File: config.mk
export PLATFORM = sky130hd
export DESIGN_NAME = rng_hex_streamer
export DESIGN_NICKNAME = d
export VERILOG_FILES = /design/src/rtl/hexstream_pkg.sv /design/src/rtl/hs_bit_packer.sv /design/src/rtl/hs_word_fifo.sv /design/src/rtl/hs_hex_uart_tx.sv /design/src/rtl/rng_hex_streamer.sv
export SDC_FILE = /design/constraint.sdc
export NUM_CORES = 1
export LEC_CHECK = 0
export CAP_MARGIN = 20
export CORE_ASPECT_RATIO = 1.25
export CORE_MARGIN = 2
export CORE_UTILIZATION = 49
export DETAILED_ROUTE_END_ITERATION = 12
export GPL_TIMING_DRIVEN = 1
export PLACE_DENSITY = 0.75
export SYNTH_ARGS = -nofsm -noshare
export SYNTH_HDL_FRONTEND = slang
export SYNTH_SLANG_ARGS = --single-unit
File: constraint.sdc
create_clock -name clk -period 3.3 [get_ports clk]
set_input_delay 0.33 -clock clk [delete_from_list [all_inputs] [get_ports clk]]
set_output_delay 0.33 -clock clk [all_outputs]
set_load 0.01 [all_outputs]
File: src/rtl/hexstream_pkg.sv
package hexstream_pkg;

  typedef enum logic [0:0] {
    TX_IDLE   = 1'b0,
    TX_ACTIVE = 1'b1
  } tx_state_e;

  localparam int FRAME_BITS = 10;

  // Nibble to printable hex code: digits from 0x30, letters from 0x41.
  function automatic logic [7:0] nib_to_ascii(input logic [3:0] nib);
    if (nib < 4'd10) return 8'h30 + {4'h0, nib};
    else             return 8'h37 + {4'h0, nib};
  endfunction

  // Line level for position idx of a frame carrying ch (0 start, 1..8 data, 9 stop).
  function automatic logic frame_bit(input logic [7:0] ch, input logic [3:0] idx);
    if (idx == 4'd0)      return 1'b0;
    else if (idx <= 4'd8) return ch[3'(idx - 4'd1)];
    else                  return 1'b1;
  endfunction

endpackage

File: src/rtl/hs_bit_packer.sv
module hs_bit_packer #(
  parameter int NSRC   = 3,
  parameter int SEL_W  = 2,
  parameter int WORD_W = 8
) (
  input  logic              clk,
  input  logic              rst_n,
  input  logic [NSRC-1:0]   bit_in,
  input  logic [NSRC-1:0]   bit_vld,
  input  logic [SEL_W-1:0]  src_sel,
  output logic [WORD_W-1:0] word_out,
  output logic              word_push
);
  localparam int CNT_W = $clog2(WORD_W);

  logic [CNT_W-1:0]  cnt_q;
  logic [SEL_W-1:0]  cur_q;
  logic [SEL_W-1:0]  sel_eff;
  logic [WORD_W-1:0] acc_q;
  logic [NSRC-1:0]   hit;
  logic              sel_ok;
  logic              bit_take;
  logic              bit_val;
  logic              word_done;

  // Selection may move only while no bits of a word are held.
  assign sel_eff = (cnt_q == '0) ? src_sel : cur_q;
  assign sel_ok  = (int'(sel_eff) < NSRC);

  for (genvar g = 0; g < NSRC; g++) begin : g_hit
    assign hit[g] = sel_ok && (sel_eff == SEL_W'(g));
  end

  always_comb begin
    bit_take = 1'b0;
    bit_val  = 1'b0;
    for (int i = 0; i < NSRC; i++) begin
      if (hit[i]) begin
        bit_take = bit_vld[i];
        bit_val  = bit_in[i];
      end
    end
  end

  assign word_done = bit_take && (cnt_q == CNT_W'(WORD_W - 1));

  always_ff @(posedge clk or negedge rst_n) begin
    if (!rst_n) begin
      cnt_q     <= '0;
      cur_q     <= '0;
      acc_q     <= '0;
      word_out  <= '0;
      word_push <= 1'b0;
    end else begin
      cur_q     <= sel_eff;
      word_push <= word_done;
      if (bit_take) begin
        acc_q <= {acc_q[WORD_W-2:0], bit_val};
        cnt_q <= word_done ? '0 : cnt_q + 1'b1;
      end
      if (word_done) word_out <= {acc_q[WORD_W-2:0], bit_val};
    end
  end


  push_after_take_chk: assert property (@(posedge clk) disable iff (!rst_n)
    word_push |-> $past(bit_take));


  sel_frozen_chk: assert property (@(posedge clk) disable iff (!rst_n)
    (cnt_q != '0 && !word_done) |=> (cur_q == $past(cur_q)));


  bad_sel_idle_chk: assert property (@(posedge clk) disable iff (!rst_n)
    (!sel_ok) |-> (!bit_take && cnt_q == '0));

endmodule

File: src/rtl/hs_word_fifo.sv
module hs_word_fifo #(
  parameter int WORD_W = 8,
  parameter int DEPTH  = 8
) (
  input  logic              clk,
  input  logic              rst_n,
  input  logic              push,
  input  logic [WORD_W-1:0] push_data,
  input  logic              pop,
  output logic [WORD_W-1:0] pop_data,
  output logic              empty,
  output logic              ovf
);
  localparam int AW = (DEPTH > 1) ? $clog2(DEPTH) : 1;
  localparam int CW = $clog2(DEPTH + 1);

  logic [WORD_W-1:0] mem [DEPTH];
  logic [AW-1:0]     wr_ptr;
  logic [AW-1:0]     rd_ptr;
  logic [CW-1:0]     count;
  logic              full;
  logic              wr_ok;
  logic              rd_ok;

  function automatic logic [AW-1:0] ptr_next(input logic [AW-1:0] p);
    return (p == AW'(DEPTH - 1)) ? '0 : p + 1'b1;
  endfunction

  assign full     = (count == CW'(DEPTH));
  assign empty    = (count == '0);
  assign wr_ok    = push && !full;
  assign rd_ok    = pop && !empty;
  assign pop_data = mem[rd_ptr];

  always_ff @(posedge clk) begin
    if (wr_ok) mem[wr_ptr] <= push_data;
  end

  always_ff @(posedge clk or negedge rst_n) begin
    if (!rst_n) begin
      wr_ptr <= '0;
      rd_ptr <= '0;
      count  <= '0;
      ovf    <= 1'b0;
    end else begin
      if (wr_ok) wr_ptr <= ptr_next(wr_ptr);
      if (rd_ok) rd_ptr <= ptr_next(rd_ptr);
      case ({wr_ok, rd_ok})
        2'b10:   count <= count + 1'b1;
        2'b01:   count <= count - 1'b1;
        default: count <= count;
      endcase
      if (push && full) ovf <= 1'b1;
    end
  end


  drop_keeps_count_chk: assert property (@(posedge clk) disable iff (!rst_n)
    (push && full && !pop) |=> $stable(count));


  ovf_sticky_chk: assert property (@(posedge clk) disable iff (!rst_n)
    ovf |=> ovf);


  no_underflow_chk: assert property (@(posedge clk) disable iff (!rst_n)
    pop |-> !empty);

endmodule

File: src/rtl/hs_hex_uart_tx.sv
module hs_hex_uart_tx
  import hexstream_pkg::*;
#(
  parameter int WORD_W  = 8,
  parameter int CLK_DIV = 40
) (
  input  logic              clk,
  input  logic              rst_n,
  input  logic              fifo_empty,
  input  logic [WORD_W-1:0] fifo_data,
  output logic              fifo_pop,
  output logic              tx_line
);
  localparam int NCHAR = WORD_W / 4;
  localparam int DIV_W = (CLK_DIV > 1) ? $clog2(CLK_DIV) : 1;
  localparam int CH_W  = (NCHAR > 1) ? $clog2(NCHAR) : 1;

  tx_state_e         state;
  logic [WORD_W-1:0] word_q;
  logic [CH_W-1:0]   char_idx;
  logic [3:0]        bit_idx;
  logic [DIV_W-1:0]  div_cnt;
  logic [7:0]        cur_char;
  logic              bit_end;
  logic              last_bit;
  logic              last_char;

  assign cur_char  = nib_to_ascii(word_q[WORD_W-1 -: 4]);
  assign bit_end   = (div_cnt == DIV_W'(CLK_DIV - 1));
  assign last_bit  = (bit_idx == 4'(FRAME_BITS - 1));
  assign last_char = (char_idx == CH_W'(NCHAR - 1));
  assign fifo_pop  = (state == TX_IDLE) && !fifo_empty;

  always_ff @(posedge clk or negedge rst_n) begin
    if (!rst_n) begin
      state    <= TX_IDLE;
      word_q   <= '0;
      char_idx <= '0;
      bit_idx  <= '0;
      div_cnt  <= '0;
      tx_line  <= 1'b1;
    end else begin
      case (state)
        TX_IDLE: begin
          if (fifo_pop) begin
            word_q   <= fifo_data;
            state    <= TX_ACTIVE;
            char_idx <= '0;
            bit_idx  <= '0;
            div_cnt  <= '0;
            tx_line  <= 1'b0;
          end
        end
        default: begin
          if (!bit_end) begin
            div_cnt <= div_cnt + 1'b1;
          end else begin
            div_cnt <= '0;
            if (last_bit) begin
              if (last_char) begin
                state   <= TX_IDLE;
                tx_line <= 1'b1;
              end else begin
                char_idx <= char_idx + 1'b1;
                bit_idx  <= '0;
                word_q   <= word_q << 4;
                tx_line  <= 1'b0;
              end
            end else begin
              bit_idx <= bit_idx + 1'b1;
              tx_line <= frame_bit(cur_char, bit_idx + 4'd1);
            end
          end
        end
      endcase
    end
  end


  idle_high_chk: assert property (@(posedge clk) disable iff (!rst_n)
    (state == TX_IDLE) |-> tx_line);


  bit_hold_chk: assert property (@(posedge clk) disable iff (!rst_n)
    (state == TX_ACTIVE && !bit_end) |=> $stable(tx_line));


  start_follows_pop_chk: assert property (@(posedge clk) disable iff (!rst_n)
    fifo_pop |=> (!tx_line && state == TX_ACTIVE));

endmodule

File: src/rtl/rng_hex_streamer.sv
module rng_hex_streamer #(
  parameter int NSRC       = 3,
  parameter int SEL_W      = (NSRC > 1) ? $clog2(NSRC) : 1,
  parameter int WORD_W     = 8,
  parameter int FIFO_DEPTH = 8,
  parameter int CLK_DIV    = 40
) (
  input  logic             clk,
  input  logic             rst_n,
  input  logic [NSRC-1:0]  src_bit,
  input  logic [NSRC-1:0]  src_vld,
  input  logic [SEL_W-1:0] src_sel,
  output logic             uart_tx,
  output logic             fifo_ovf
);
  logic [WORD_W-1:0] pk_word;
  logic              pk_push;
  logic [WORD_W-1:0] fq_data;
  logic              fq_empty;
  logic              fq_pop;

  hs_bit_packer #(.NSRC(NSRC), .SEL_W(SEL_W), .WORD_W(WORD_W)) u_packer (
    .clk      (clk),
    .rst_n    (rst_n),
    .bit_in   (src_bit),
    .bit_vld  (src_vld),
    .src_sel  (src_sel),
    .word_out (pk_word),
    .word_push(pk_push)
  );

  hs_word_fifo #(.WORD_W(WORD_W), .DEPTH(FIFO_DEPTH)) u_fifo (
    .clk      (clk),
    .rst_n    (rst_n),
    .push     (pk_push),
    .push_data(pk_word),
    .pop      (fq_pop),
    .pop_data (fq_data),
    .empty    (fq_empty),
    .ovf      (fifo_ovf)
  );

  hs_hex_uart_tx #(.WORD_W(WORD_W), .CLK_DIV(CLK_DIV)) u_tx (
    .clk       (clk),
    .rst_n     (rst_n),
    .fifo_empty(fq_empty),
    .fifo_data (fq_data),
    .fifo_pop  (fq_pop),
    .tx_line   (uart_tx)
  );

endmodule

==> impl_results.md <==
* CP Capture Type: flop
* Via density at about 5.5
* Per-cell routed wire length at around 17 µm
* Nets@finish at between 400 and 500
* Die H at 118.3 µm
* Row cnt at 41
* Area Overhead vs Synth at 16.82%
* Main combinational cell family by area after synthesis: multiplexers
* RSZ-0062 raised after global routing: false
* Clock-pin transition on the worst setup and hold timing paths at roughly 50 ps
* Fin crit period at approximately 2500 ps
* Post-CTS setup buffer count at 0
* Global route overflow at 0
* Period utilisation layout at 0.7565
* Final slew viol count at 0
* Cell Area, Synth at a little over 5000 µm²
* RePlAce Congestion at 0.7591
* Initial Util at 0.5039
* Die footprint at 11,280 µm²
* IO Pins at 12
* CTS tree: built
* Core area at roughly 10,000 µm²
* Reg2reg path depth at 10
* Post-DRT Antenna Nets at 0
* Post-Synth Simple-Gate Area at 0.08458
* Startpoint Class: flop
* Yosys reg bits at 117
* Post-synthesis adder-cell area fraction at 0.03813
* Post-Synthesis Cells at 360
* Clk_lat worst skew at 410 ps
* Port bufs at 11
* Cells after DPL at roughly 500
* Synth Area in Compound Gates at 0.07260
* Hold Crit Class: in2async
* Leakage power at roughly 2.3 nW
* ANT cells at 0
* Status: completed
* Critical R2R Launch: u_fifo.count[1]
* Initial DRT Pass Iterations at 4
* Area leader, netlist: edfxtp_1
* DP HPWL at 5.916 mm
* Max cap viols at 0
* Max Fclk at 400.6 MHz
* Largest net degree at the start of global routing at just over 40
* Worst VDD drop at between 0.6 and 0.7 mV
* 1st-iter DRT viols at ~110
* Distinct cell type count after synthesis at 47
* R2R Setup Slk at between 800 and 900 ps
* Synth top area share at 0.3755
* Share of cells above drive strength 1 at 0.2060
* Num CTS Buffers at 17
* Final cell count without fillers at ~530
* Hold buffer count at cts at 0
* Clock sink count at approximately 120
* Mux cell area share after synthesis at 0.1376
* Number of global-route vias before repair at roughly 3,000
* Fin Clk Skew at slightly below 6 ps
* Total Neg Setup Slack at 0 ps
* Slew headroom at 0.3747
* Worst slew pin tran at about 940 ps
* Synthesized area per cell at between 10 and 15 µm²
* Initial antenna violation count at 0
* CTS root buffer: clkbuf_16
* Post-synth EDFFs at 64
* DRC viols at 0
* Power Dens Cells at ~830 nW/µm²
* Synth warnings at 0
* Final Power at 4.989 mW
* CTS H-tree lvls at 4
* Worst R2R End: u_fifo.count[3]
* Crit-path max FO at 10
* Die width at 95.42 µm
* Setup violations, final at 0
* Maximum clock path buffer count at 2
* Worst EP arrival at ~2800 ps
* Critical path class: reg2reg
* Sequential area share after synthesis at 0.6348
* Final hold vios at 0
* Async SR Flop Fraction at 0.4530
* Data required, critical path at 3590 ps
* Post-cts sizing count at 0
* Drt total wl at between 9 and 10 mm
* Total track usage at 0.1827
* Detailed-route via count at 2,906
* Syn_nets at between 300 and 400
* Synth Area in XOR/XNOR at 0.01198
* First-pass GRT wire length at between 15 and 20 mm
* Hold Slack at 55.94 ps
* Dominant synthesized flop cell: edfxtp_1
* Top cells by area, synth: edfxtp_1, dfrtp_1, mux4_2
[Yosys cell counts (7+ instances only)]
| master | count |
|---|---|
| mux4_2 | 16 |
| mux2_2 | 18 |
| clkbuf_1 | 7 |
| mux2i_1 | 13 |
| nand2_1 | 36 |
| nor2b_1 | 8 |
| nor3_1 | 9 |
| edfxtp_1 | 64 |
| nor2_1 | 17 |
| inv_1 | 12 |
| o21ai_0 | 25 |
| dfrtp_1 | 52 |
| a21oi_1 | 10 |
| ha_1 | 14 |
[cells by family after synthesis]
group / after synthesis
XOR/XNOR: 7
AND/OR/NAND/NOR: 90
adder cells (fa/ha/maj): 15
multiplexers: 48
AO/OA/AOI/OAI: 57
buffers and inverters: 26
flip-flops: 117
[how the worst max path moves through the flow]
stage	start	depth (start not counted)	endpoint	slack, ps
2_1_floorplan	u_fifo.count[0]	11	u_fifo.count[3]	900
3_3_place_gp	u_fifo.count[0]	10	u_fifo.count[3]	950
5_1_grt	u_fifo.count[0]	10	u_fifo.count[3]	510
3_5_place_dp	u_fifo.count[0]	10	u_fifo.count[3]	820
4_1_cts	u_fifo.count[1]	10	u_fifo.count[3]	800
6_report	u_fifo.count[1]	10	u_fifo.count[3]	800
[worst max-delay path, stage by stage, from the launching register on]
cell,delay (ps)
dfrtp_1,420
nor4_1,360
or2_2,270
inv_1,100
ha_1,250
ha_1,310
a21o_1,160
a21oi_1,170
xnor2_1,140
nor2_1,70
xor2_1,140
[area by class of cell]
cell class,count,area [µm²]
fillers,780,4178
flip-flops and latches,117,3249
multi-input cells,217,1765
clock buffers,17,425.4
repair buffers,19,165.2
clock inverters,15,163.9
well taps,129,161.4
inverters,13,48.80
[report_power, final]
group          internal, mW  switching [mW]
clock                  1.17           0.632
combinational         0.510           0.434
sequential             1.91           0.329
[layout by cell type, fill, tap and decap left out, types with 3 or more instances in the layout]
master	Yosys	layout
ha_1	14	14
clkdlybuf4s50_1	0	10
edfxtp_1	64	64
mux4_2	16	16
nor2b_1	8	8
buf_4	0	8
dfrtp_1	52	52
a21oi_1	10	10
mux2_2	18	18
clkinvlp_4	0	5
xnor2_1	3	3
a21o_1	4	4
inv_1	12	12
nand2_1	36	36
bufinv_16	0	3
clkinv_2	0	4
o31ai_1	3	3
nand2b_1	5	5
nor2_1	17	17
xor2_1	4	4
nand3_1	4	4
mux2i_1	13	13
clkbuf_16	0	17
nor3_1	9	9
o21ai_0	25	25
[registers in the layout, indices dropped and copies added, names as in the netlist, 2 cells and up]
register,cells
u_fifo.count,4
u_tx.bit_idx,4
u_fifo.rd_ptr,3
u_packer.word_out,8
u_packer.acc_q,7
u_packer.cnt_q,3
u_tx.word_q,8
u_fifo.mem,64
u_fifo.wr_ptr,3
u_packer.cur_q,2
u_tx.div_cnt,6
[through the flow]
step / instance area [µm²] / utilization / setup slack [ps]
floorplan: 5119 / - / 897.4
global placement: 5390 / 0.5307 / 952.2
detailed placement: 5390 / 0.5307 / 818.1
CTS: 5979 / 0.5887 / 802.3
global route: 5979 / 0.5887 / 507.5
finish: 5979 / 0.5887 / 803.5
[metal layers]
layer / global-route usage / up-vias / part of all wire
met2: 0.3103 / 45 / 0.54
met1: 0.2155 / 1457 / 0.42
met4: 0.06518 / 0 / 0.0087
met5: 0 / - / 0
li1: - / 1395 / -
met3: 0.05800 / 9 / 0.032
Note: power is estimated with default switching activity, not from simulation.
